==> src/rtl/cptmr_pkg.sv <==
package cptmr_pkg;
  localparam int CAP_NUM    = 4;
  localparam int CAP_PTR_W  = $clog2(CAP_NUM);
  localparam int SHADOW_NUM = 2;
  localparam int CTRL_W     = 7;
  localparam int CTRL_ADDR  = 0;
  localparam int CNT_ADDR   = 1;
  localparam int PHASE_ADDR = 2;
  localparam int CAP_BASE   = 3;
  localparam int BIT_MODE   = 0;
  localparam int BIT_POL    = 1;
  localparam int BIT_RUN    = 2;
  localparam int BIT_SYNCEN = 3;
  localparam int BIT_SOSEL  = 4;
  localparam int BIT_SWSYNC = 6;

  typedef struct packed {
    logic                  cntWrite;
    logic                  phaseWrite;
    logic                  phaseLoad;
    logic                  cntClear;
    logic                  cntInc;
    logic                  capLoad;
    logic [CAP_PTR_W-1:0]  capSel;
    logic [CAP_NUM-1:0]    capWrite;
    logic [SHADOW_NUM-1:0] shadowWrite;
    logic                  shadowXfer;
  } tmrStrobe_t;
endpackage

==> src/rtl/cptmr_ctrl.sv <==
module cptmr_ctrl
  import cptmr_pkg::*;
#(
  parameter int ADDR_W = 3
) (
  input  logic                 clk,
  input  logic                 rstN,
  input  logic                 busWr,
  input  logic [ADDR_W-1:0]    busAddr,
  input  logic [CTRL_W-1:0]    ctrlWdata,
  input  logic                 capIn,
  input  logic                 syncIn,
  input  logic                 prdEvt,
  output tmrStrobe_t           strb,
  output logic [CTRL_W-1:0]    ctrlWord,
  output logic                 pwmMode,
  output logic                 polarity,
  output logic                 syncOut
);
  logic                 modeR, polR, runR, syncEnR, capPrev;
  logic [1:0]           soSelR;
  logic [CAP_PTR_W-1:0] capPtr;
  logic                 wrCtrl, swSync, effSyncEn, syncEvt, capEdge;
  logic [1:0]           effSoSel;

  assign wrCtrl    = busWr && (busAddr == ADDR_W'(CTRL_ADDR));
  assign swSync    = wrCtrl && ctrlWdata[BIT_SWSYNC];
  assign effSyncEn = wrCtrl ? ctrlWdata[BIT_SYNCEN] : syncEnR;
  assign effSoSel  = wrCtrl ? ctrlWdata[BIT_SOSEL +: 2] : soSelR;
  assign syncEvt   = syncIn | swSync;
  assign capEdge   = capIn & ~capPrev;

  always_ff @(posedge clk) begin
    if (!rstN) begin
      modeR   <= 1'b0;
      polR    <= 1'b0;
      runR    <= 1'b0;
      syncEnR <= 1'b0;
      soSelR  <= 2'd0;
      capPrev <= 1'b0;
      capPtr  <= '0;
    end else begin
      capPrev <= capIn;
      if (wrCtrl) begin
        modeR   <= ctrlWdata[BIT_MODE];
        polR    <= ctrlWdata[BIT_POL];
        runR    <= ctrlWdata[BIT_RUN];
        syncEnR <= ctrlWdata[BIT_SYNCEN];
        soSelR  <= ctrlWdata[BIT_SOSEL +: 2];
      end
      if (strb.capLoad) capPtr <= capPtr + 1'b1;
    end
  end

  always_comb begin
    strb            = '0;
    strb.cntWrite   = busWr && (busAddr == ADDR_W'(CNT_ADDR));
    strb.phaseWrite = busWr && (busAddr == ADDR_W'(PHASE_ADDR));
    strb.phaseLoad  = effSyncEn && syncEvt;
    strb.cntClear   = modeR && runR && prdEvt;
    strb.cntInc     = runR;
    strb.capLoad    = !modeR && capEdge;
    strb.capSel     = capPtr;
    strb.shadowXfer = modeR && runR && prdEvt;
    for (int i = 0; i < CAP_NUM; i++) begin
      strb.capWrite[i] = busWr && (busAddr == ADDR_W'(CAP_BASE + i))
                         && ((i >= SHADOW_NUM) || !modeR);
    end
    for (int i = 0; i < SHADOW_NUM; i++) begin
      strb.shadowWrite[i] = busWr && (busAddr == ADDR_W'(CAP_BASE + i));
    end
  end

  always_comb begin
    case (effSoSel)
      2'd0:    syncOut = syncEvt;
      2'd1:    syncOut = prdEvt;
      default: syncOut = 1'b0;
    endcase
  end

  assign ctrlWord = {1'b0, soSelR, syncEnR, runR, polR, modeR};
  assign pwmMode  = modeR;
  assign polarity = polR;

  AST_SYNCOUT_OFF: assert property (@(posedge clk) disable iff (!rstN)
    (soSelR[1] && !wrCtrl) |-> !syncOut);
  AST_CAP_PTR_WRAP: assert property (@(posedge clk) disable iff (!rstN)
    (strb.capLoad && capPtr == CAP_PTR_W'(CAP_NUM - 1)) |=> (capPtr == '0));
endmodule

==> src/rtl/cptmr_dp.sv <==
module cptmr_dp
  import cptmr_pkg::*;
#(
  parameter int CNT_W  = 32,
  parameter int ADDR_W = 3
) (
  input  logic              clk,
  input  logic              rstN,
  input  tmrStrobe_t        strb,
  input  logic              pwmMode,
  input  logic              polarity,
  input  logic [ADDR_W-1:0] busAddr,
  input  logic [CNT_W-1:0]  busWdata,
  input  logic [CTRL_W-1:0] ctrlWord,
  output logic [CNT_W-1:0]  busRdata,
  output logic              prdEvt,
  output logic              pwmOut
);
  logic [CNT_W-1:0]     cntQ, phaseQ;
  logic [CNT_W-1:0]     capVal [CAP_NUM];
  logic [CAP_PTR_W-1:0] rdIdx;

  always_ff @(posedge clk) begin
    if (!rstN) begin
      cntQ   <= '0;
      phaseQ <= '0;
    end else begin
      if (strb.cntWrite)       cntQ <= busWdata;
      else if (strb.phaseLoad) cntQ <= phaseQ;
      else if (strb.cntClear)  cntQ <= '0;
      else if (strb.cntInc)    cntQ <= cntQ + 1'b1;
      if (strb.phaseWrite) phaseQ <= busWdata;
    end
  end

  for (genvar i = 0; i < CAP_NUM; i++) begin : g_cap
    logic [CNT_W-1:0] capR;
    if (i < SHADOW_NUM) begin : g_shadowed
      logic [CNT_W-1:0] shadowR;
      always_ff @(posedge clk) begin
        if (!rstN) begin
          capR    <= '0;
          shadowR <= '0;
        end else begin
          if (strb.shadowWrite[i]) shadowR <= busWdata;
          if (strb.capWrite[i])                                        capR <= busWdata;
          else if (strb.shadowXfer)                                    capR <= shadowR;
          else if (strb.capLoad && strb.capSel == CAP_PTR_W'(i))       capR <= cntQ;
        end
      end
    end else begin : g_plain
      always_ff @(posedge clk) begin
        if (!rstN)                                                     capR <= '0;
        else if (strb.capWrite[i])                                     capR <= busWdata;
        else if (strb.capLoad && strb.capSel == CAP_PTR_W'(i))         capR <= cntQ;
      end
    end
    assign capVal[i] = capR;
  end

  assign prdEvt = (cntQ == capVal[0]);
  assign pwmOut = pwmMode && ((cntQ < capVal[1]) ^ polarity);
  assign rdIdx  = CAP_PTR_W'(busAddr - ADDR_W'(CAP_BASE));

  always_comb begin
    if (busAddr == ADDR_W'(CTRL_ADDR))        busRdata = CNT_W'(ctrlWord);
    else if (busAddr == ADDR_W'(CNT_ADDR))    busRdata = cntQ;
    else if (busAddr == ADDR_W'(PHASE_ADDR))  busRdata = phaseQ;
    else if (busAddr >= ADDR_W'(CAP_BASE) && busAddr < ADDR_W'(CAP_BASE + CAP_NUM))
                                              busRdata = capVal[rdIdx];
    else                                      busRdata = '0;
  end

  AST_FROZEN_HOLD: assert property (@(posedge clk) disable iff (!rstN)
    (!strb.cntInc && !strb.cntWrite && !strb.phaseLoad) |=> $stable(cntQ));
  AST_NO_CAP_CLEAR: assert property (@(posedge clk) disable iff (!rstN)
    (!pwmMode && strb.cntInc && !strb.cntWrite && !strb.phaseLoad)
      |=> (cntQ == $past(cntQ) + 1'b1));
  AST_PHASE_PRIO: assert property (@(posedge clk) disable iff (!rstN)
    (strb.phaseLoad && !strb.cntWrite) |=> (cntQ == $past(phaseQ)));
  AST_CAP_FREEZE: assert property (@(posedge clk) disable iff (!rstN)
    (pwmMode && !strb.capWrite[CAP_NUM-1]) |=> $stable(capVal[CAP_NUM-1]));
endmodule

==> src/rtl/cap_pwm_timer.sv <==
module cap_pwm_timer
  import cptmr_pkg::*;
#(
  parameter int CNT_W  = 32,
  parameter int ADDR_W = 3
) (
  input  logic              clk,
  input  logic              rstN,
  input  logic              busWr,
  input  logic [ADDR_W-1:0] busAddr,
  input  logic [CNT_W-1:0]  busWdata,
  output logic [CNT_W-1:0]  busRdata,
  input  logic              capIn,
  input  logic              syncIn,
  output logic              syncOut,
  output logic              pwmOut,
  output logic              pwmOe
);
  tmrStrobe_t        strb;
  logic [CTRL_W-1:0] ctrlWord;
  logic              pwmMode, polarity, prdEvt;

  cptmr_ctrl #(.ADDR_W(ADDR_W)) i_ctrl (
    .clk(clk), .rstN(rstN), .busWr(busWr), .busAddr(busAddr),
    .ctrlWdata(busWdata[CTRL_W-1:0]), .capIn(capIn), .syncIn(syncIn),
    .prdEvt(prdEvt), .strb(strb), .ctrlWord(ctrlWord), .pwmMode(pwmMode),
    .polarity(polarity), .syncOut(syncOut)
  );

  cptmr_dp #(.CNT_W(CNT_W), .ADDR_W(ADDR_W)) i_dp (
    .clk(clk), .rstN(rstN), .strb(strb), .pwmMode(pwmMode), .polarity(polarity),
    .busAddr(busAddr), .busWdata(busWdata), .ctrlWord(ctrlWord),
    .busRdata(busRdata), .prdEvt(prdEvt), .pwmOut(pwmOut)
  );

  assign pwmOe = pwmMode;

  AST_PWM_IDLE: assert property (@(posedge clk) disable iff (!rstN)
    !pwmOe |-> !pwmOut);
endmodule

==> config.mk <==
export PLATFORM = sky130hd
export DESIGN_NAME = cap_pwm_timer
export DESIGN_NICKNAME = d
export VERILOG_FILES = /design/src/rtl/cptmr_pkg.sv /design/src/rtl/cptmr_ctrl.sv /design/src/rtl/cptmr_dp.sv /design/src/rtl/cap_pwm_timer.sv
export SDC_FILE = /design/constraint.sdc
export NUM_CORES = 1
export LEC_CHECK = 0
export CAP_MARGIN = 15
export CORE_MARGIN = 4
export CORE_UTILIZATION = 60
export DETAILED_ROUTE_END_ITERATION = 8
export DONT_BUFFER_PORTS = 1
export PLACE_DENSITY = 0.84
export SLEW_MARGIN = 0
export SYNTH_ARGS = -nofsm -noshare
export SYNTH_HDL_FRONTEND = slang
export SYNTH_SLANG_ARGS = --single-unit
==> constraint.sdc <==
create_clock -name clk -period 5.6 [get_ports clk]
set_input_delay 0.28 -clock clk [delete_from_list [all_inputs] [get_ports clk]]
set_output_delay 0.28 -clock clk [all_outputs]
set_load 0.03 [all_outputs]
* Word-level counts from Yosys, hierarchy flattened
Index checks and enable logic that the tools add are counted.
Operators by class: $add $sub $neg 3, order comparisons 4, equal/unequal tests 11, muxes and demuxes 24, bitwise gates (word level) 5, reductions and logical operators 29
Operator list (count):
- 32-bit 2-to-1 mux | 20
- 32-bit binary-select mux with 2-bit select | 1
- 32-bit by 1-bit adder with 32-bit output, second input constant | 1
- 32-bit == test | 1
- 32-bit < comparator | 1
- 1-bit logical AND | 20
- 3-bit == test, second input constant | 3
- 3-bit by 2-bit == test with 1-bit output, second input constant | 2
- 3-bit nonzero test | 2
- 2-bit by 1-bit == test with 1-bit output, second input constant | 2
- 2-bit == test, second input constant | 2
- 2-bit logical NOT | 2
- 2-bit nonzero test | 2
- 4-bit nonzero test | 1
- 3-bit by 1-bit == test with 1-bit output, second input constant | 1
- 3-bit by 2-bit >= comparator with 1-bit output, second input constant | 1
- 3-bit >= comparator, second input constant | 1
- 3-bit logical NOT | 1
- 3-bit < comparator, second input constant | 1
- 2-bit inverter with 3-bit output | 1
- 2-bit by 1-bit adder with 2-bit output, second input constant | 1
- 2-bit 2-to-1 mux | 1
- 1-bit case mux with 2 select lines | 1
- 2-bit subtractor, second input constant | 1
- other kinds (6) | 6
Word-level totals: flip-flop bits (word level) 265, input port bits 40, logic and storage cells 91

* Longest topological paths before layout
depth in word-level cells 9, mapped depth 12, mapped depth without buffers 9

* Hierarchy
From an unflattened synthesis, not the netlist that was laid out.
Second synthesis, totals: cell total of the unflattened synthesis 1862, area, all modules 15727.6 um^2
By module, submodules not included:
- cptmr_dp | times used 1, cells an instance 1800, area an instance 15189.6 um^2, sequential area each 5124.9 um^2
- cptmr_ctrl | times used 1, cells an instance 62, area an instance 538.0 um^2, sequential area each 180.2 um^2

* Worst setup path before layout
No wires, ideal clock.
kind input -> output, start input port busAddr[0], end output port busRdata[27], data arrival time 2.545 ns, data required time 5.320 ns, setup slack 2.775 ns, stages 8, buffers on the path 3, path through clkbuf_1 > inv_1 > ha_1 > clkbuf_1 > clkbuf_1 > mux4_2 > a221oi_1 > a211oi_1
On the way: word-level cells in the longest chain between the ends 9, elaborated cells on any way between the ends 15, those cells by class 1 x add/sub; 2 x order compare; 2 x eq/ne; 7 x mux; 1 x bitwise; 2 x reduce/logical
RTL lines:
- start: declaration | line cap_pwm_timer.sv:10 | input logic [ADDR_W-1:0] busAddr,
- 2-bit subtractor | line cptmr_dp.sv:63 | assign rdIdx = CAP_PTR_W'(busAddr - ADDR_W'(CAP_BASE));
- 2-bit inverter with 3-bit output (implied by the code) | line cptmr_dp.sv:70 | busRdata = capVal[rdIdx];
- 32-bit binary-select mux with 2-bit select | line cptmr_dp.sv:70
- 32-bit 2-to-1 mux (implied by the code) (2 in a row) | line cptmr_dp.sv:70
- 32-bit 2-to-1 mux | line cptmr_dp.sv:69 | else if (busAddr >= ADDR_W'(CAP_BASE) && busAddr < ADDR_W'(CAP_BASE + CAP_NUM))
- 32-bit 2-to-1 mux | line cptmr_dp.sv:68 | else if (busAddr == ADDR_W'(PHASE_ADDR)) busRdata = phaseQ;
- 32-bit 2-to-1 mux | line cptmr_dp.sv:67 | else if (busAddr == ADDR_W'(CNT_ADDR)) busRdata = cntQ;
- 32-bit 2-to-1 mux * | line cptmr_dp.sv:66 | if (busAddr == ADDR_W'(CTRL_ADDR)) busRdata = CNT_W'(ctrlWord);
- end: declaration | line cap_pwm_timer.sv:12 | output logic [CNT_W-1:0] busRdata,
Mark *: on every way between the ends. The rest lies on a longest branch, timed or not. The select of a mux whose other input is x is not followed.

* Worst setup path after layout
start register i_dp.cntQ[2], end output port pwmOut
On the way: word-level cells in the longest chain between the ends 3
RTL lines:
- start: declaration | line cptmr_dp.sv:19 | logic [CNT_W-1:0] cntQ, phaseQ;
- start signal: assignment | line cptmr_dp.sv:28 | if (strb.cntWrite) cntQ <= busWdata;
- start signal: assignment | line cptmr_dp.sv:29 | else if (strb.phaseLoad) cntQ <= phaseQ;
- start signal: assignment | line cptmr_dp.sv:31 | else if (strb.cntInc) cntQ <= cntQ + 1'b1;
- 32-bit < comparator | line cptmr_dp.sv:62 | assign pwmOut = pwmMode && ((cntQ < capVal[1]) ^ polarity);
- 1-bit bitwise XOR | line cptmr_dp.sv:62
- 1-bit logical AND | line cptmr_dp.sv:62
- end: declaration | line cap_pwm_timer.sv:16 | output logic pwmOut,
Every way passes these cells.

==> key figures <==
Run
  – Max_cap viols: 0

Timing
  – Tcrit/Tclk final: 0.6905
  – Skew final: 0.01482 ns
  – Final min period: 3.867 ns
  – RSZ-0062 raised after global routing: no
  – Slew headroom: 0.1794
  – Slew Viols, Final: 0
  – Fmax: 258.6 MHz
  – Setup tns final: 0 ns
  – Setup violations, final: 0
  – Hold Vio Cnt, Final: 0
  – Least-Margin Pin Slew: 1.228 ns

Place
  – HPWL after DPL: 28.77 mm
  – RePlAce Congestion: 0.8924
  – Buffers on Ports: 0

Worst setup path
  – CP endpoint kind: output port
  – Data arrival, critical path: 3.59 ns
  – Crit path kind: flip-flop to output port
  – Worst Setup SP: i_dp.cntQ[2]
  – Worst setup SP type: flip-flop
  – CP max FO: 13
  – RR Startpoint: i_dp.cntQ[10]
  – Crit path required time: 5.32 ns

Pwr
  – P_int: 3517 uW
  – Sw Pwr: 1311 uW
  – Pwr Total: 4828 uW
  – Worst vdd ir: 0.0002385 V
  – Pleak: 0.006236 uW
  – Pwr dens: 295.9 nW/um^2
  – Switching Share: 0.2715
  – Clock power frac: 0.451
  – Sequential fraction of design power: 0.420
  – Comb pwr share: 0.129

Clock tree
  – Inserted Clock Buffers: 29
  – Latest clock arrival within the worst-skew pair: 0.57 ns
  – H-tree Lvls: 1
  – Clock transition at path regs: 0.06 ns
  – TritonCTS clock tree: built
  – CTS-repair resized insts: 0
  – Clock Tree Buf Depth: 3
  – Clock Sinks: 265
  – CTS root buf: clkbuf_16

Synth
  – Post-synthesis sequential area ratio: 0.3525
  – Synth Cell Area: 15050 um^2
  – Yosys cell types: 60
  – Ys async rst share: 0
  – Post-Syn Instances: 1824
  – Synth cell count leaders: dfxtp_1, nand2_1, nor2_1
  – Synth top area cells: dfxtp_1, mux2i_1, a21oi_1
  – Syn Area/Cell: 8.251 um^2
  – Number of synthesis warnings: 0
  – Post-synth EDFFs: 0
  – Post-synth top flop: dfxtp_1
  – Share of Yosys cell area claimed by the top area cell type: 0.3525
  – Seq cells post-synth: 265
  – Synthesized net count: 1904
  – Most numerous cell in the Yosys netlist: dfxtp_1
  – Largest area contributor in the netlist: dfxtp_1

Cells and area
  – Final #Nets: 1791
  – Fin util: 0.6650
  – Share of layout cells above drive strength 1: 0.07612
  – Filler Cell Count: 1944
  – P&R area growth vs syn: 8.396%

Floorplan
  – Die W: 166.4 um
  – Initial Util: 0.6135
  – FP Rows: 57
  – Die ar.: 27680 um^2
  – DIE HEIGHT: 166.4 um
  – Ports: 75
  – Core area: 24530 um^2

Hold path
  – Min-delay worst type: input port to flip-flop
  – Critical hold path startpoint: busWdata[24]

Routing
  – TritonRoute pass-1 iters: 6
  – Routed Antenna Nets: 0
  – Vias: 14410
  – Detail-routed via count per cell: 6.997
  – Initial DRC Count: 2086
  – Avg WL per Cell: 24.46 um
  – DRC viols: 0
  – WL final: 50.38 mm

GRT
  – Pin count of the biggest net entering global routing: 103
  – First-pass GRT wire length: 78.40 mm
  – Initial antenna violation count: 1
  – Total track usage: 0.3474
  – Vias in the first global route: 13830
  – Grt ovf: 0

Run status
  – Status: complete, no violations
layer usage:
layer / global-route usage / up-vias / routed length [um]
met4: 0.1786 / 0 / 3056
li1: - / 6254 / -
met5: 0 / - / 0
met2: 0.5347 / 1218 / 21910
met3: 0.08926 / 285 / 7599
met1: 0.4524 / 6657 / 17820
area by class of cell:
type                       count  area, um^2  area share
clock buffer                  38       819.5     0.05023
antenna                        2       5.005   0.0003068
timing repair buffer          68       620.6     0.03804
inverter                      40       155.1    0.009510
sequential                   265        5305      0.3252
multi-input combinational   1307        8737      0.5355
clock inverter                16       266.5     0.01634
tap                          324       405.4     0.02485
state kept, by name, summed over array words and instances (netlist names):
name / count
i_dp.phaseQ: 32
i_dp.g_cap.g_shadowed.shadowR: 64
i_ctrl.pwmMode: 1
i_dp.g_cap.capR: 128
i_ctrl.polarity: 1
i_dp.cntQ: 32
i_ctrl.syncEnR: 1
i_ctrl.soSelR: 2
i_ctrl.runR: 1
i_ctrl.capPrev: 1
i_ctrl.capPtr: 2
power groups by stage:
stage          clock, uW  combinational, uW  sequential (uW)
3_5_place_dp           0                545             2060
3_3_place_gp           0                532             2060
4_1_cts             2170                599             2020
6_report            2180                623             2030
5_1_grt             2260                656             2030
2_1_floorplan          0                469             2020
cell families after synthesis:
| logic type | count (synthesis) | share of synthesized area |
|---|---|---|
| multiplexers | 164 | 0.1359 |
| XOR/XNOR | 60 | 0.03492 |
| flip-flops | 265 | 0.3525 |
| AND/OR/NAND/NOR | 590 | 0.1721 |
| adder cells (fa/ha/maj) | 40 | 0.03325 |
| AO/OA/AOI/OAI | 453 | 0.1987 |
| buffers and inverters | 252 | 0.07266 |
metrics by stage:
stage	setup WS [ns]	instance area [um^2]	hold WS [ns]	instances
floorplan	2.775	15050	0.4017	1824
global placement	2.139	14830	0.4078	1965
detailed placement	2.082	14830	0.4113	1965
CTS	1.795	16310	0.0008026	2058
global route	1.678	16310	0.01042	2059
finish	1.733	16310	0.002772	2060
worst paths after layout:
path                                                             to  slack (ns)  cells after the start
worst min register to register  i_dp.g_cap[1].g_shadowed.shadowR[9]        0.45                      2
worst max-delay path                                         pwmOut        1.73                      8
worst max register to register                        i_dp.cntQ[14]        2.15                      8
worst min-delay path                         i_dp.g_cap[0].capR[24]       0.003                      3
cells in the final DEF (no fill, tap or decap), types with 7 or more instances in the layout:
cell	count
a211oi_1	77
a21o_1	9
a21oi_1	199
a221oi_1	46
a22o_1	64
and3_1	7
buf_4	28
bufinv_16	7
clkbuf_16	29
dfxtp_1	265
dlygate4sd3_1	39
ha_1	40
inv_1	38
mux2i_1	131
mux4_2	32
nand2_1	229
nand3_1	30
nand4_1	18
nor2_1	203
nor3_1	41
nor3b_1	14
nor4_1	9
o21ai_0	22
o31ai_1	7
xnor2_1	17
xor2_1	43
critical path: stages (launching register included):
cell      delay (ns)
dfxtp_1         0.66
ha_1            0.34
a21oi_1         0.14
o21ai_0         0.14
a21oi_1         0.18
o21ai_0         0.14
a2111o_1        0.47
a31oi_1         0.30
mux2i_1         0.64
what timing repair did:
action / 4_1_cts / 5_1_grt
endpoints found under the hold margin: 207 / 0
buffers inserted: 0 / 0
hold buffers: 39 / 0
endpoints found under the setup margin: 0 / 0
Note: power is estimated with default switching activity, not from simulation.
